--- config.mk ---
export PLATFORM = sky130hd
export DESIGN_NAME = tmr_pair
export DESIGN_NICKNAME = d
export VERILOG_FILES = /design/src/rtl/tmr_pkg.sv /design/src/rtl/tmr_ctrl.sv /design/src/rtl/tmr_dp.sv /design/src/rtl/tmr_pair.sv
export SDC_FILE = /design/constraint.sdc
export NUM_CORES = 1
export LEC_CHECK = 0
export BUFFER_PORTS_ARGS = -buffer_cell sky130_fd_sc_hd__buf_2
export CAP_MARGIN = 40
export CORE_ASPECT_RATIO = 0.8
export CORE_MARGIN = 2
export CORE_UTILIZATION = 35
export CTS_BUF_LIST = sky130_fd_sc_hd__clkbuf_8
export DETAILED_ROUTE_END_ITERATION = 12
export GPL_TIMING_DRIVEN = 0
export PLACE_DENSITY = 0.6
export SLEW_MARGIN = 30
export SYNTH_ARGS = -nofsm -noshare
export SYNTH_HDL_FRONTEND = slang
export SYNTH_HIERARCHICAL = 1
export SYNTH_SLANG_ARGS = --single-unit
export TNS_END_PERCENT = 30
--- constraint.sdc ---
create_clock -name clk -period 9 [get_ports clk]
set_input_delay 0.45 -clock clk [delete_from_list [all_inputs] [get_ports clk]]
set_output_delay 0.45 -clock clk [all_outputs]
set_load 0.01 [all_outputs]
--- src/rtl/tmr_pkg.sv ---
package tmr_pkg;
  localparam int PRE_W = 13;
  localparam int NUM_CH = 2;
  localparam int FLAG_W = 6;

  localparam logic [2:0] ADR_CTL0 = 3'd0;
  localparam logic [2:0] ADR_CTL1 = 3'd1;
  localparam logic [2:0] ADR_A0   = 3'd2;
  localparam logic [2:0] ADR_B0   = 3'd3;
  localparam logic [2:0] ADR_A1   = 3'd4;
  localparam logic [2:0] ADR_B1   = 3'd5;
  localparam logic [2:0] ADR_FCLR = 3'd6;

  localparam logic [3:0] SRC_EXT = 4'd8;

  typedef struct packed {
    logic [NUM_CH-1:0] tick;
    logic [NUM_CH-1:0] stop;
    logic [NUM_CH-1:0] invert;
    logic              cascade;
    logic [FLAG_W-1:0] flagClr;
  } tmr_strb_t;
endpackage

--- src/rtl/tmr_ctrl.sv ---
module tmr_ctrl
  import tmr_pkg::*;
#(
  parameter int CNT_W = 8
) (
  input  logic                          clk,
  input  logic                          rstN,
  input  logic                          wrEn,
  input  logic [2:0]                    wrAddr,
  input  logic [CNT_W-1:0]              wrData,
  input  logic [NUM_CH-1:0]             extIn,
  output tmr_strb_t                     strb,
  output logic [NUM_CH-1:0][CNT_W-1:0]  aPend,
  output logic [NUM_CH-1:0][CNT_W-1:0]  bPend
);
  logic [NUM_CH-1:0][3:0] srcQ;
  logic [NUM_CH-1:0]      invQ;
  logic                   cascQ;
  logic [PRE_W-1:0]       preQ;
  logic [NUM_CH-1:0]      extRise;
  logic [NUM_CH-1:0]      tickV;
  logic [NUM_CH-1:0]      stopV;
  logic                   unusedData;

  assign unusedData = ^wrData[CNT_W-1:6];

  function automatic logic divTick(input logic [PRE_W-1:0] pre, input logic [3:0] src);
    case (src)
      4'd1:    return 1'b1;
      4'd2:    return pre[0];
      4'd3:    return &pre[2:0];
      4'd4:    return &pre[4:0];
      4'd5:    return &pre[5:0];
      4'd6:    return &pre[9:0];
      4'd7:    return &pre[12:0];
      default: return 1'b0;
    endcase
  endfunction

  always_ff @(posedge clk) begin
    if (!rstN) begin
      srcQ  <= '0;
      invQ  <= '0;
      cascQ <= 1'b0;
      aPend <= '1;
      bPend <= '1;
      preQ  <= '0;
    end else begin
      preQ <= preQ + 1'b1;
      if (wrEn) begin
        case (wrAddr)
          ADR_CTL0: begin
            srcQ[0] <= wrData[3:0];
            invQ[0] <= wrData[4];
          end
          ADR_CTL1: begin
            srcQ[1] <= wrData[3:0];
            invQ[1] <= wrData[4];
            cascQ   <= wrData[5];
          end
          ADR_A0:  aPend[0] <= wrData;
          ADR_B0:  bPend[0] <= wrData;
          ADR_A1:  aPend[1] <= wrData;
          ADR_B1:  bPend[1] <= wrData;
          default: ;
        endcase
      end
    end
  end

  for (genvar g = 0; g < NUM_CH; g++) begin : g_ch
    logic [2:0] syncQ;
    always_ff @(posedge clk) begin
      if (!rstN) syncQ <= '0;
      else       syncQ <= {syncQ[1:0], extIn[g]};
    end
    assign extRise[g] = syncQ[1] & ~syncQ[2];
    assign tickV[g]   = (srcQ[g] == SRC_EXT) ? extRise[g] : divTick(preQ, srcQ[g]);
    assign stopV[g]   = (srcQ[g] == 4'd0) || (srcQ[g] > SRC_EXT);
  end

  always_comb begin
    strb.tick    = tickV;
    strb.stop    = stopV;
    strb.invert  = invQ;
    strb.cascade = cascQ;
    strb.flagClr = (wrEn && wrAddr == ADR_FCLR) ? wrData[FLAG_W-1:0] : '0;
  end
endmodule

--- src/rtl/tmr_dp.sv ---
module tmr_dp
  import tmr_pkg::*;
#(
  parameter int CNT_W = 8
) (
  input  logic                          clk,
  input  logic                          rstN,
  input  tmr_strb_t                     strb,
  input  logic [NUM_CH-1:0][CNT_W-1:0]  aPend,
  input  logic [NUM_CH-1:0][CNT_W-1:0]  bPend,
  output logic [CNT_W-1:0]              cnt0,
  output logic [CNT_W-1:0]              cnt1,
  output logic [FLAG_W-1:0]             flags,
  output logic [NUM_CH-1:0]             pwmOut
);
  localparam int W2 = 2 * CNT_W;

  logic [NUM_CH-1:0][CNT_W-1:0] aAct, bAct;
  logic [W2-1:0] full, aFull, bFull;
  logic casc, max0, max1, clr0, clr1, wrap0, up1, ld0, ld1;
  logic [FLAG_W-1:0] setF;

  assign casc  = strb.cascade;
  assign full  = {cnt1, cnt0};
  assign aFull = {aAct[1], aAct[0]};
  assign bFull = {bAct[1], bAct[0]};
  assign max0  = (cnt0 == '1);
  assign max1  = (cnt1 == '1);

  always_comb begin
    clr0  = strb.tick[0] & (casc ? (full == aFull) : (cnt0 == aAct[0]));
    wrap0 = strb.tick[0] & max0 & ~clr0;
    clr1  = casc ? clr0 : (strb.tick[1] & (cnt1 == aAct[1]));
    up1   = casc ? wrap0 : strb.tick[1];
    ld0   = strb.stop[0] | clr0 | (casc ? (wrap0 & max1) : wrap0);
    ld1   = casc ? ld0 : (strb.stop[1] | clr1 | (strb.tick[1] & max1 & ~clr1));
    setF[0] = strb.tick[0] & max0;
    setF[1] = clr0;
    setF[2] = strb.tick[0] & (casc ? (full == bFull) : (cnt0 == bAct[0]));
    setF[3] = casc ? (strb.tick[0] & max0 & max1) : (strb.tick[1] & max1);
    setF[4] = ~casc & clr1;
    setF[5] = ~casc & strb.tick[1] & (cnt1 == bAct[1]);
  end

  always_ff @(posedge clk) begin
    if (!rstN) begin
      cnt0  <= '0;
      cnt1  <= '0;
      aAct  <= '1;
      bAct  <= '1;
      flags <= '0;
    end else begin
      if (clr0)              cnt0 <= '0;
      else if (strb.tick[0]) cnt0 <= cnt0 + 1'b1;
      if (clr1)              cnt1 <= '0;
      else if (up1)          cnt1 <= cnt1 + 1'b1;
      if (ld0) begin
        aAct[0] <= aPend[0];
        bAct[0] <= bPend[0];
      end
      if (ld1) begin
        aAct[1] <= aPend[1];
        bAct[1] <= bPend[1];
      end
      flags <= (flags & ~strb.flagClr) | setF;
    end
  end

  assign pwmOut[0] = (casc ? (full < bFull) : (cnt0 < bAct[0])) ^ strb.invert[0];
  assign pwmOut[1] = casc ? strb.invert[1] : ((cnt1 < bAct[1]) ^ strb.invert[1]);
endmodule

--- src/rtl/tmr_pair.sv ---
module tmr_pair
  import tmr_pkg::*;
#(
  parameter int CNT_W = 8
) (
  input  logic              clk,
  input  logic              rstN,
  input  logic              wrEn,
  input  logic [2:0]        wrAddr,
  input  logic [CNT_W-1:0]  wrData,
  input  logic [1:0]        extIn,
  output logic [1:0]        pwmOut,
  output logic [CNT_W-1:0]  cnt0,
  output logic [CNT_W-1:0]  cnt1,
  output logic [5:0]        flags
);
  tmr_strb_t                     strb;
  logic [NUM_CH-1:0][CNT_W-1:0]  aPend, bPend;

  tmr_ctrl #(.CNT_W(CNT_W)) u_ctrl (
    .clk(clk), .rstN(rstN), .wrEn(wrEn), .wrAddr(wrAddr), .wrData(wrData),
    .extIn(extIn), .strb(strb), .aPend(aPend), .bPend(bPend)
  );

  tmr_dp #(.CNT_W(CNT_W)) u_dp (
    .clk(clk), .rstN(rstN), .strb(strb), .aPend(aPend), .bPend(bPend),
    .cnt0(cnt0), .cnt1(cnt1), .flags(flags), .pwmOut(pwmOut)
  );
endmodule

==> results of run 1 <==
[placed cells by master (no fill, tap or decap), types with 8 or more instances in the layout]
cell type,n
o211ai_1,16
nand2b_1,9
nor3_1,8
and2_1,16
o311ai_0,9
nor2b_1,19
dfxtp_1,116
buf_2,43
a21oi_1,20
nand3_1,32
nand4_1,11
clkbuf_8,19
nand2_1,84
mux2i_1,48
clkbuf_1,14
ha_1,21
o21ai_0,11
inv_1,27
nor2_1,29
a21o_1,10
xnor2_1,23
[final cells by class]
cell class                 count  area [um^2]  area share [%]
clock inverter                13        148.9           2.284
buffer                        31        175.2           2.687
timing repair buffer          35        175.2           2.687
inverter                      29        108.9           1.670
sequential                   116         2322           35.62
tap                          215        269.0           4.127
multi-input combinational    451         3058           46.91
clock buffer                  19        261.5           4.012
[power by group through the flow]
stage	Clock [W]	Sequential, W	Combinational [W]
after global routing	0.000533	0.000536	0.0000877
final	0.000496	0.000535	0.0000805
after global placement	0	0.000546	0.0000769
after floorplan	0	0.000544	0.0000544
after CTS	0.000507	0.000535	0.0000798
after detailed placement	0	0.000547	0.0000792
[metrics by stage]
stage / total power, W / cells / hold slack, ns
3_5_place_dp: 0.0006258 / 877 / 0.4236
4_1_cts: 0.001121 / 909 / 0.1635
6_report: 0.001111 / 909 / 0.1913
2_1_floorplan: 0.0005982 / 627 / 0.4119
5_1_grt: 0.001157 / 909 / 0.1721
3_3_place_gp: 0.0006229 / 877 / 0.4206
[cell families (layout without fill, tap and decap cells)]
family / after synthesis / count (layout) / synth area share [%]
multiplexers: 48 / 48 / 8.482
buffers and inverters: 60 / 127 / 5.014
AND/OR/NAND/NOR: 253 / 253 / 24.01
XOR/XNOR: 30 / 30 / 4.639
adder cells (fa/ha/maj): 21 / 21 / 4.639
AO/OA/AOI/OAI: 99 / 99 / 12.22
flip-flops: 116 / 116 / 41.00
[worst max path at each step]
stage                        end  slack (ns)  cells past startpoint           start
global placement    u_dp/aAct[4]        5.33                     13  u_ctrl/preQ[0]
finish              u_dp/aAct[4]        5.13                     13  u_ctrl/preQ[0]
floorplan           u_dp/aAct[1]        6.00                     14  u_ctrl/preQ[0]
detailed placement  u_dp/aAct[6]        5.18                     13  u_ctrl/preQ[0]
CTS                 u_dp/aAct[6]        5.16                     13  u_ctrl/preQ[0]
global route        u_dp/aAct[5]        4.93                     13  u_ctrl/preQ[0]
[metal layers]
layer  global-route usage, %  part of all wire [%]  vias to the layer above
li1                        -                     -                     2327
met1                   26.23                    50                     2318
met2                   26.47                    43                      144
met3                   4.186                   5.9                       18
met4                   7.524                   1.5                        0
met5                       0                     0                        -
[worst reg2reg max path: stages, from the launching register on]
cell,delay [ns]
dfxtp_1,0.46
ha_1,0.26
nand4_2,0.24
or3_4,0.47
o2111ai_1,0.33
buf_2,0.30
nand4_1,0.31
or2_2,0.42
o31ai_1,0.08
a221o_2,0.19
buf_2,0.18
buf_4,0.22
mux2i_1,0.21
nand2_1,0.07
[state kept, by name, indices dropped and copies added, names as in the netlist]
signal             cells
u_ctrl/aPend          16
u_ctrl/bPend          16
u_dp/aAct             16
u_dp/bAct             16
u_ctrl/preQ           13
u_ctrl/srcQ            8
u_dp/cnt0              8
u_dp/cnt1              8
u_ctrl/g_ch.syncQ      6
u_dp/flags             6
u_ctrl/invQ            2
u_ctrl/cascQ           1
==> results.md, run 1 <==
- Crit Path Max Fanout: 10
- Sw Ratio: 26.12%
- Synth top area share: between 40 and 50%
- Vias per cell: 5.288
- Largest net degree at the start of global routing: 17
- Clk slew on worst S/H paths: 0.08 ns
- Crit path max-delay family: simple AND/OR/NAND/NOR gates
- Finished Cell Area: 0.006519 mm^2
- Gr usage total: 18.32%
- Unrepaired setup endpoints after global routing: false
- ANT nets after route: 0
- Max Cap Violations: 0
- Initial DRC count: 370
- Die area: 0.01722 mm^2
- Worst min path class: in -> reg
- Slowest CP cell: or3_4
- Nets@finish: 718
- WHS Endpoint: u_ctrl/g_ch[1].syncQ[0]
- Worst Max-Slew Pin Slew: around 0.70 ns
- Max rail drop VDD: 0.00008568 V
- Distinct cells, synth: 59
- Syn Nets: 664
- Clock Power Share: 44.6%
- FF-to-FF End: u_dp/aAct[4]
- Vias in the first global route: 4583
- Seq cells post-synth: 116
- Inserted Diodes: 0
- Crit Path Class: reg -> reg
- Most used cell, CP: buf_2
- Core area: 0.01580 mm^2
- Clock Skews: between 0.01 and 0.015 ns
- Share of power burned in registers: about half
- Initial antenna violation count: 0
- Reg-to-reg startpoint: u_ctrl/preQ[0]
- Num CTS Buffers: 17
- Global-route wire length before repair: between 20000 and 25000 um
- Slew margin rel.: 52.64%
- Critical path, cell by cell: ha_1, nand4_2, or3_4, o2111ai_1, buf_2, nand4_1, or2_2, o31ai_1, a221o_2, buf_2, buf_4, mux2i_1, nand2_1
- Final Util: 41.26%
- Final Max Slew Viols: 0
- Root Driver: clkbuf_8
- Area Overhead vs Synth: 15.09%
- Int Power: 0.0008210 W
- Fmax: approximately 0.26 GHz
- Power Dens Cells: ~170 mW/mm^2
- Post-CTS setup buffer count: 0
- Final HPWL DP: 11310 um
- Skew-Pair Late Insertion Delay: roughly 0.46 ns
- Setup WS pre-CTS: 5.184 ns
- Synth Instances: 627
- Worst setup SP type: flip-flop
- Share of cells above drive strength 1: 14.70%
- Synthesized area: 0.005664 mm^2
- Die Y: 117.8 um
- Count leader, synth: dfxtp_1
- Avg WL per Cell: ~17 um
- Drt pass-1 iters: 6
- Outcome: complete, no violations
- Fin crit share: between 40% and 50%
- Maximum clock insertion buffer count: 2
- Post-CTS Resized: 0
- Vias: 4807
- Main area contributors after synthesis: dfxtp_1 41%, mux2i_1 8.5%, nand2_1 5.6%
- Net Switching: 0.0002903 W
- Gp weighted congestion: 0.8806
- Critical path capture point type: flip-flop
- Post-CTS Hold Fix Bufs: 0
- Initial Util: 35.85%
- I/O Buffers: 35
- Final setup margin: 5.129 ns
- Syn avg cell area: 9.034 um^2
- Die W: between 100 and 150 um
- Leak pwr: 2.772 nW
- Number of flops mapped to enable cells by yosys: 0
- CTS HTree Levels: 4
- Combinational share of power: between 7 and 8%
- Worst Path Required: 9.32 ns
- Dominant cell type by area after synthesis: dfxtp_1
- Arrival time worst endpoint: 4.19 ns
- Final Hold Fails: 0
- # fillers: approximately 1.6k
- Worst R2R Path Depth: 13
- Final TNS setup: 0 ns
- Sequential fraction of the synthesis area: 41.00%
- Top cells by count, synth: 116 x dfxtp_1, 84 x nand2_1, 48 x mux2i_1
- WHS Path Cells: 2
- CTS Sinks: 116
- Crit path buffers/inverters: 3
- DRC: 0
- Flop-to-flop setup slack: 5.13 ns
- Number of I/O pins: 40
- Setup violators final: 0
- Dpl cell area: 0.006108 mm^2
- CP peak stage delay: 0.47 ns
- Main flop type after synthesis: dfxtp_1
- Warnings from Yosys: 6
- Grt total ovfl: 0
- Hold Startpoint: extIn[1]
- Asr flop ratio synth: 0%
- Rows: 41
- Fin crit period: 3.871 ns
- WL final: 15530 um
- CTS tree: yes
Note: power is estimated with default switching activity, not from simulation.
==> run 2, diff against run 1 <==
--- a/config.mk
+++ b/config.mk
@@ -5,6 +5,7 @@
 export SDC_FILE = /design/constraint.sdc
 export NUM_CORES = 1
 export LEC_CHECK = 0
+export ABC_AREA = 1
 export BUFFER_PORTS_ARGS = -buffer_cell sky130_fd_sc_hd__buf_2
 export CAP_MARGIN = 40
 export CORE_ASPECT_RATIO = 0.8
@@ -13,7 +14,7 @@
 export CTS_BUF_LIST = sky130_fd_sc_hd__clkbuf_8
 export DETAILED_ROUTE_END_ITERATION = 12
 export GPL_TIMING_DRIVEN = 0
-export PLACE_DENSITY = 0.6
+export PLACE_DENSITY = 0.62
 export SLEW_MARGIN = 30
 export SYNTH_ARGS = -nofsm -noshare
 export SYNTH_HDL_FRONTEND = slang
==> constraint.sdc (replaced) <==
create_clock -name clk -period 3.1 [get_ports clk]
set_input_delay 0.155 -clock clk [delete_from_list [all_inputs] [get_ports clk]]
set_output_delay 0.155 -clock clk [all_outputs]
set_load 0.01 [all_outputs]
==> run 2 against run 1 <==
Die area fell by 3.1%. First-iteration DRC count fell by 15%. Global-route usage fell by 1.2 points. Synthesized cell count rose by 16%. Synthesized area fell by 3.2%. Worst hold slack got worse by 0.15 ns. Sequential share of layout area rose by 0.67 points. Clock power rose to 2.9 times the previous value. Sequential power rose to 3.0 times the previous value. Core utilization rose by 0.94 points. Critical endpoint is now u_dp/aAct[10]. Largest cell class unchanged. Largest power group unchanged.
==> results.md, run 2 <==
- Outcome: complete, no violations
- Synthesized area: 0.005483 mm^2
- Die Y: ~120 um
- CTS Sinks: between 100 and 150
- Setup violators final: 0
- Avg WL per Cell: 13.23 um
- Sequential fraction of the synthesis area: 42.36%
- Gr usage total: approximately 17%
- Worst Path Required: 3.38 ns
- Worst Max-Slew Pin Slew: 0.6054 ns
- Area Overhead vs Synth: 16.70%
- Final HPWL DP: 9943 um
- Vias per cell: approximately 4.7
- Flop-to-flop setup slack: between 0.3 and 0.4 ns
- CP peak stage delay: 0.41 ns
- WL final: 13360 um
- Commonest non-fill, non-tap cell in the layout: nand2_1
- Combinational share of power: 9.6%
- Dominant cell type by area after synthesis: dfxtp_1
- Count leader, synth: nand2_1
- Rows: 40
- Seq cells post-synth: roughly 120
- Leak pwr: 3.053 nW
- Initial antenna violation count: 0
- Distinct cells, synth: 39
- Commonest cells after routing, fill and taps aside: 173 x nand2_1, 116 x dfxtp_1, 75 x inv_1, 73 x nand3_1, 59 x nor2_1
- Root Driver: clkbuf_8
- Drt pass-1 iters: 4
- Net Switching: between 0.0009 and 0.001 W
- Inserted Diodes: 0
- Critical path capture point type: flip-flop
- Die W: between 100 and 150 um
- Synth top area share: 42.36%
- Maximum clock insertion buffer count: 2
- Final setup margin: 0.3001 ns
- Sw Ratio: 27.19%
- Crit Path Class: reg -> reg
- Number of I/O pins: 40
- Worst setup SP type: flip-flop
- Worst min path class: in -> reg
- Reg-to-reg startpoint: u_ctrl/preQ[0]
- Share of power burned in registers: 47.7%
- Nets@finish: 824
- Crit Path Max Fanout: 10
- Finished Cell Area: roughly 0.0064 mm^2
- I/O Buffers: 38
- Final Hold Fails: 0
- Setup WS pre-CTS: 0.1484 ns
- Final Util: 42.19%
- Max rail drop VDD: about 0.00027 V
- Skew-Pair Late Insertion Delay: 0.43 ns
- Vias in the first global route: 4342
- Max Cap Violations: 0
- Worst R2R Path Depth: 17
- Num CTS Buffers: 17
- Number of flops mapped to enable cells by yosys: 0
- Crit path buffers/inverters: 1
- Int Power: ~0.0024 W
- Asr flop ratio synth: 0%
- Synth Instances: 725
- Critical path, cell by cell: ha_1, nand3_1, nor2_4, nand2_1, nor2_1, nor2_1, nand3_2, nand2_2, nor2_2, nand3_2, nor2_4, o21ai_2, nand4_4, nand2_4, buf_6, nand2_1, nand3_1
- Main flop type after synthesis: dfxtp_1
- Initial DRC count: 315
- Share of cells above drive strength 1: between 10% and 20%
- Final TNS setup: 0 ns
- Hold Startpoint: wrData[6]
- Power Dens Cells: 523.7 mW/mm^2
- Syn avg cell area: 7.562 um^2
- Crit path max-delay family: simple AND/OR/NAND/NOR gates
- Top cells by count, synth: 173 x nand2_1, 116 x dfxtp_1, 75 x inv_1
- Slowest CP cell: dfxtp_1
- WHS Endpoint: u_ctrl/bPend[6]
- FF-to-FF End: u_dp/aAct[10]
- CTS HTree Levels: 4
- Initial Util: 36.16%
- Fmax: between 0.3 and 0.4 GHz
- ANT nets after route: 0
- Warnings from Yosys: 6
- WHS Path Cells: 3
- CTS tree: yes
- Syn Nets: 762
- Clock Power Share: 42.8%
- Slew margin rel.: roughly 60%
- Die area: around 0.017 mm^2
- Fin crit share: 90.32%
- DRC: 0
- Main area contributors after synthesis: dfxtp_1 42%, nand2_1 12%, nand3_1 6.8%
- Grt total ovfl: 0
- Final Max Slew Viols: 0
- Core area: ~0.015 mm^2
- Dpl cell area: about 0.006 mm^2
- Fin crit period: approximately 2.8 ns
- Clock Skews: 0.01531 ns
- Unrepaired setup endpoints after global routing: false
- Gp weighted congestion: 0.8148
- Vias: 4714
- Largest net degree at the start of global routing: 17
- Clk slew on worst S/H paths: 0.08 ns
- Arrival time worst endpoint: 3.08 ns
- Global-route wire length before repair: 22220 um
run 2: changes by cell type after synthesis, sizes merged, moves of 9 or more:
cell / before / now
o211ai: 16 / 26
o21ai: 14 / 35
o311ai: 9 / 0
a21oi: 20 / 45
a21o: 10 / 0
inv: 29 / 82
nor2: 30 / 68
mux2i: 48 / 1
xnor2: 23 / 12
nand3: 33 / 79
nand2b: 9 / 0
and2: 16 / 0
nand2: 84 / 181
nor2b: 19 / 0
run 2: logic make-up (layout without fill, tap and decap cells):
logic type	Yosys count	after routing	synth area share, %
AO/OA/AOI/OAI	109	109	11.71
XOR/XNOR	24	24	3.834
adder cells (fa/ha/maj)	21	21	4.792
buffers and inverters	107	182	8.444
flip-flops	116	116	42.36
multiplexers	1	1	0.1826
AND/OR/NAND/NOR	347	347	28.69
run 2: worst reg2reg max path: cells and delay by family (launching register included):
kind,cells,cell delay [ns]
AOI/OAI and AO/OA,1,0.12
adders and majority gates,1,0.22
buffers and inverters,1,0.16
DFF,1,0.41
and+or+nand+nor,14,1.73
run 2: how the worst max path moves through the flow:
stage                               from       endpoint  slack (ns)  depth (start not counted)
after floorplan           u_ctrl/preQ[0]  u_dp/aAct[10]        0.67                         17
after global placement    u_ctrl/preQ[0]  u_dp/bAct[14]        0.17                         17
after detailed placement  u_ctrl/preQ[0]   u_dp/aAct[8]        0.15                         17
after CTS                 u_ctrl/preQ[0]  u_dp/aAct[10]        0.10                         17
after global routing      u_ctrl/preQ[0]  u_dp/aAct[11]       0.003                         17
final                     u_ctrl/preQ[0]  u_dp/aAct[10]        0.30                         17
run 2: power by group through the flow:
stage	logic [W]	registers (W)	clock network, W
2_1_floorplan	0.000233	0.00162	0
3_3_place_gp	0.000315	0.00163	0
3_5_place_dp	0.000319	0.00163	0
4_1_cts	0.000322	0.00160	0.00147
5_1_grt	0.000368	0.00161	0.00153
6_report	0.000321	0.00160	0.00143
run 2: layout make-up:
| class | count | area [um^2] |
|---|---|---|
| fillers | 1588 | 8766 |
| multi-input cells | 502 | 2708 |
| flip-flops and latches | 116 | 2322 |
| inverters | 85 | 320.3 |
| well taps | 210 | 262.8 |
| clock buffers | 19 | 261.5 |
| repair buffers | 43 | 232.7 |
| clock inverters | 13 | 148.9 |
| plain buffers | 22 | 142.6 |
run 2: per-layer routing:
metal	share of wire, %	wire length (um)	GRT usage, %	vias to the layer above
li1	-	-	-	2499
met1	54	7204	26.13	2110
met2	40	5328	23.59	89
met3	5.2	690	4.256	16
met4	1.0	136	4.641	0
met5	0	0	0	-
run 2: repair_timing:
action                     4_1_cts  5_1_grt
setup endpoints to repair        0       34
hold endpoints to repair         2        0
gates resized for setup          0        2
buffers inserted                 0        3
hold buffers                     2        0
run 2: through the flow:
step | total power (W) | hold WS, ns | instances
global route | 0.003499 | 0.02131 | 1010
CTS | 0.003387 | 0.01348 | 1007
finish | 0.003351 | 0.03754 | 1010
global placement | 0.001945 | 0.3397 | 973
floorplan | 0.001854 | 0.2526 | 725
detailed placement | 0.001950 | 0.3421 | 973
==> run 3, diff against run 2 <==
--- a/config.mk
+++ b/config.mk
@@ -10,11 +10,11 @@
 export CAP_MARGIN = 40
 export CORE_ASPECT_RATIO = 0.8
 export CORE_MARGIN = 2
-export CORE_UTILIZATION = 35
+export CORE_UTILIZATION = 50
 export CTS_BUF_LIST = sky130_fd_sc_hd__clkbuf_8
 export DETAILED_ROUTE_END_ITERATION = 12
 export GPL_TIMING_DRIVEN = 0
-export PLACE_DENSITY = 0.62
+export PLACE_DENSITY = 0.8
 export SLEW_MARGIN = 30
 export SYNTH_ARGS = -nofsm -noshare
 export SYNTH_HDL_FRONTEND = slang
==> run 3 against run 2 <==
Core utilization rose by 17 points. Cell count decreased by 6.5%. Worst setup slack worse by 0.051 ns. Global-route usage is 6.3 points higher. First-iteration DRC count down 14%. Design area shrank 0.35%. Critical path type unchanged. Die area decreased by 29%. Power increased by 5.3%. Flip-flop and latch count is the same. Wire length fell by 2.3%. Largest cell class unchanged. Worst hold slack improved by 0.0066 ns. Largest power group unchanged.
==> results.md, run 3 (synthesis results as in run 2) <==
- Setup violators final: 0
- WHS Path Cells: 3
- Arrival time worst endpoint: 3.15 ns
- Clock Skews: 0.01303 ns
- Finished Cell Area: between 0.006 and 0.007 mm^2
- Final setup margin: roughly 0.25 ns
- Nets@finish: 824
- Most Crowded Layer GR: met2
- CTS tree: yes
- Vias in the first global route: between 4k and 5k
- Crit Path Max Fanout: 10
- Skew-Pair Late Insertion Delay: 0.44 ns
- DRC: 0
- Unrepaired setup endpoints after global routing: false
- Initial Util: 50.94%
- Avg WL per Cell: 13.83 um
- GR Util met3: 6.514%
- Hold Startpoint: rstN
- Maximum clock insertion buffer count: 2
- Flop-to-flop setup slack: approximately 0.25 ns
- Area occupied by multi-input gates: between 0.002 and 0.003 mm^2
- Core area: 0.01076 mm^2
- Share of cells above drive strength 1: 15.13%
- Max rail drop VDD: roughly 0.00034 V
- Global-route wire length before repair: approximately 22000 um
- Power, Total: 0.003530 W
- Initial DRC count: 272
- WL final: around 13000 um
- Final TNS setup: 0 ns
- ANT nets after route: 0
- Die Y: 97.66 um
- Max Cap Violations: 0
- Worst Path Required: 3.40 ns
- Worst min path class: in -> reg
- Area Overhead vs Synth: 16.29%
- FF-to-FF End: u_dp/aAct[10]
- Die area: 0.01182 mm^2
- Worst setup SP type: flip-flop
- WHS Endpoint: u_ctrl/preQ[9]
- Slew margin rel.: 55.30%
- Reg-to-reg startpoint: u_ctrl/preQ[0]
- Final Max Slew Viols: 0
- Root Driver: clkbuf_8
- GR met2 Demand/Resource: 36.43%
- Gr usage total: 23.36%
- Met1 Usage GRT: 31.14%
- Vias: slightly below 5k
- CTS Sinks: 116
- # fillers: approximately 1000
- Crit path launch: u_ctrl/preQ[0]
- Fin crit period: 2.851 ns
- Vias per cell: 5.209
- Largest net degree at the start of global routing: 17
- Clk slew on worst S/H paths: about 0.070 ns
- Number of I/O pins: 40
- Register Area: 0.002322 mm^2
- Gp weighted congestion: 0.8329
- Final Hold Fails: 0
- Setup WS pre-CTS: 0.1550 ns
- Dpl cell area: 0.005853 mm^2
- Final HPWL DP: 9320 um
- Num CTS Buffers: 17
- Initial antenna violation count: 0
- Fin crit share: 91.96%
- Fmax: between 0.3 and 0.4 GHz
- Rows: 34
- Leak pwr: 3.092 nW
- Outcome: complete, no violations
- Inserted Diodes: 0
- I/O Buffers: 38
- Drt pass-1 iters: 5
- Crit Path Class: reg -> reg
- Power Dens Cells: 553.6 mW/mm^2
- Commonest cells after routing, fill and taps aside: 173 x nand2_1, 116 x dfxtp_1, 77 x inv_1, 73 x nand3_1, 59 x nor2_1
- Critical path capture point type: flip-flop
- Commonest non-fill, non-tap cell in the layout: nand2_1
- Grt total ovfl: 0
- CTS HTree Levels: 4
- Die W: roughly 120 um
- Worst R2R Path Depth: 17
- Worst Max-Slew Pin Slew: 0.6705 ns
## run 3: final cells by class
cell class / instances / area share [%]
plain buffers: 22 / 2.237
clock buffers: 23 / 4.965
clock inverters: 9 / 2.335
inverters: 85 / 5.024
multi-input cells: 502 / 42.46
flip-flops and latches: 116 / 36.42
well taps: 144 / 2.826
repair buffers: 43 / 3.728
## run 3: worst max-delay path by stage
stage                                to  depth (start not counted)
final                     u_dp/aAct[10]                         17
after detailed placement  u_dp/aAct[10]                         15
after CTS                 u_dp/aAct[10]                         15
after floorplan           u_dp/aAct[10]                         17
after global placement    u_dp/bAct[14]                         15
after global routing      u_dp/bAct[13]                         17
## run 3: metrics by stage
step	utilization, %	hold WS (ns)	instances
6_report	59.24	0.04411	944
3_3_place_gp	54.38	0.3408	907
2_1_floorplan	-	0.2526	725
4_1_cts	59.08	0.02112	943
5_1_grt	59.24	0.02122	944
3_5_place_dp	54.38	0.3472	907
## run 3: metal layers
layer	share of wire (%)	wire length (um)
met1	47	6169
met2	45	5927
met3	5.8	761
met4	1.5	195
met5	0	0
## run 3: what timing repair did
| action | CTS | global route |
|---|---|---|
| hold buffers | 4 | 0 |
| setup endpoints to repair | 0 | 36 |
| hold endpoints to repair | 9 | 0 |
| resized for setup | 0 | 2 |
| setup buffers | 0 | 1 |
## run 3: critical path, cell delays in order (launching register included)
cell     delay [ns]
dfxtp_1        0.41
ha_1           0.22
nand3_1        0.21
nor2_4         0.18
nand2_1        0.10
nor2_1         0.09
nor2_1         0.07
nand3_2        0.17
nand2_2        0.09
nor2_2         0.16
nand3_2        0.12
nor2_4         0.17
o21ai_2        0.12
nand4_4        0.18
nand2_4        0.11
buf_6          0.17
nand2_1        0.06
nand3_1        0.06
## run 3: power breakdown
part	switching [W]	internal, W
clock	0.000602	0.00100
combinational	0.000209	0.000119
sequential	0.0000431	0.00156
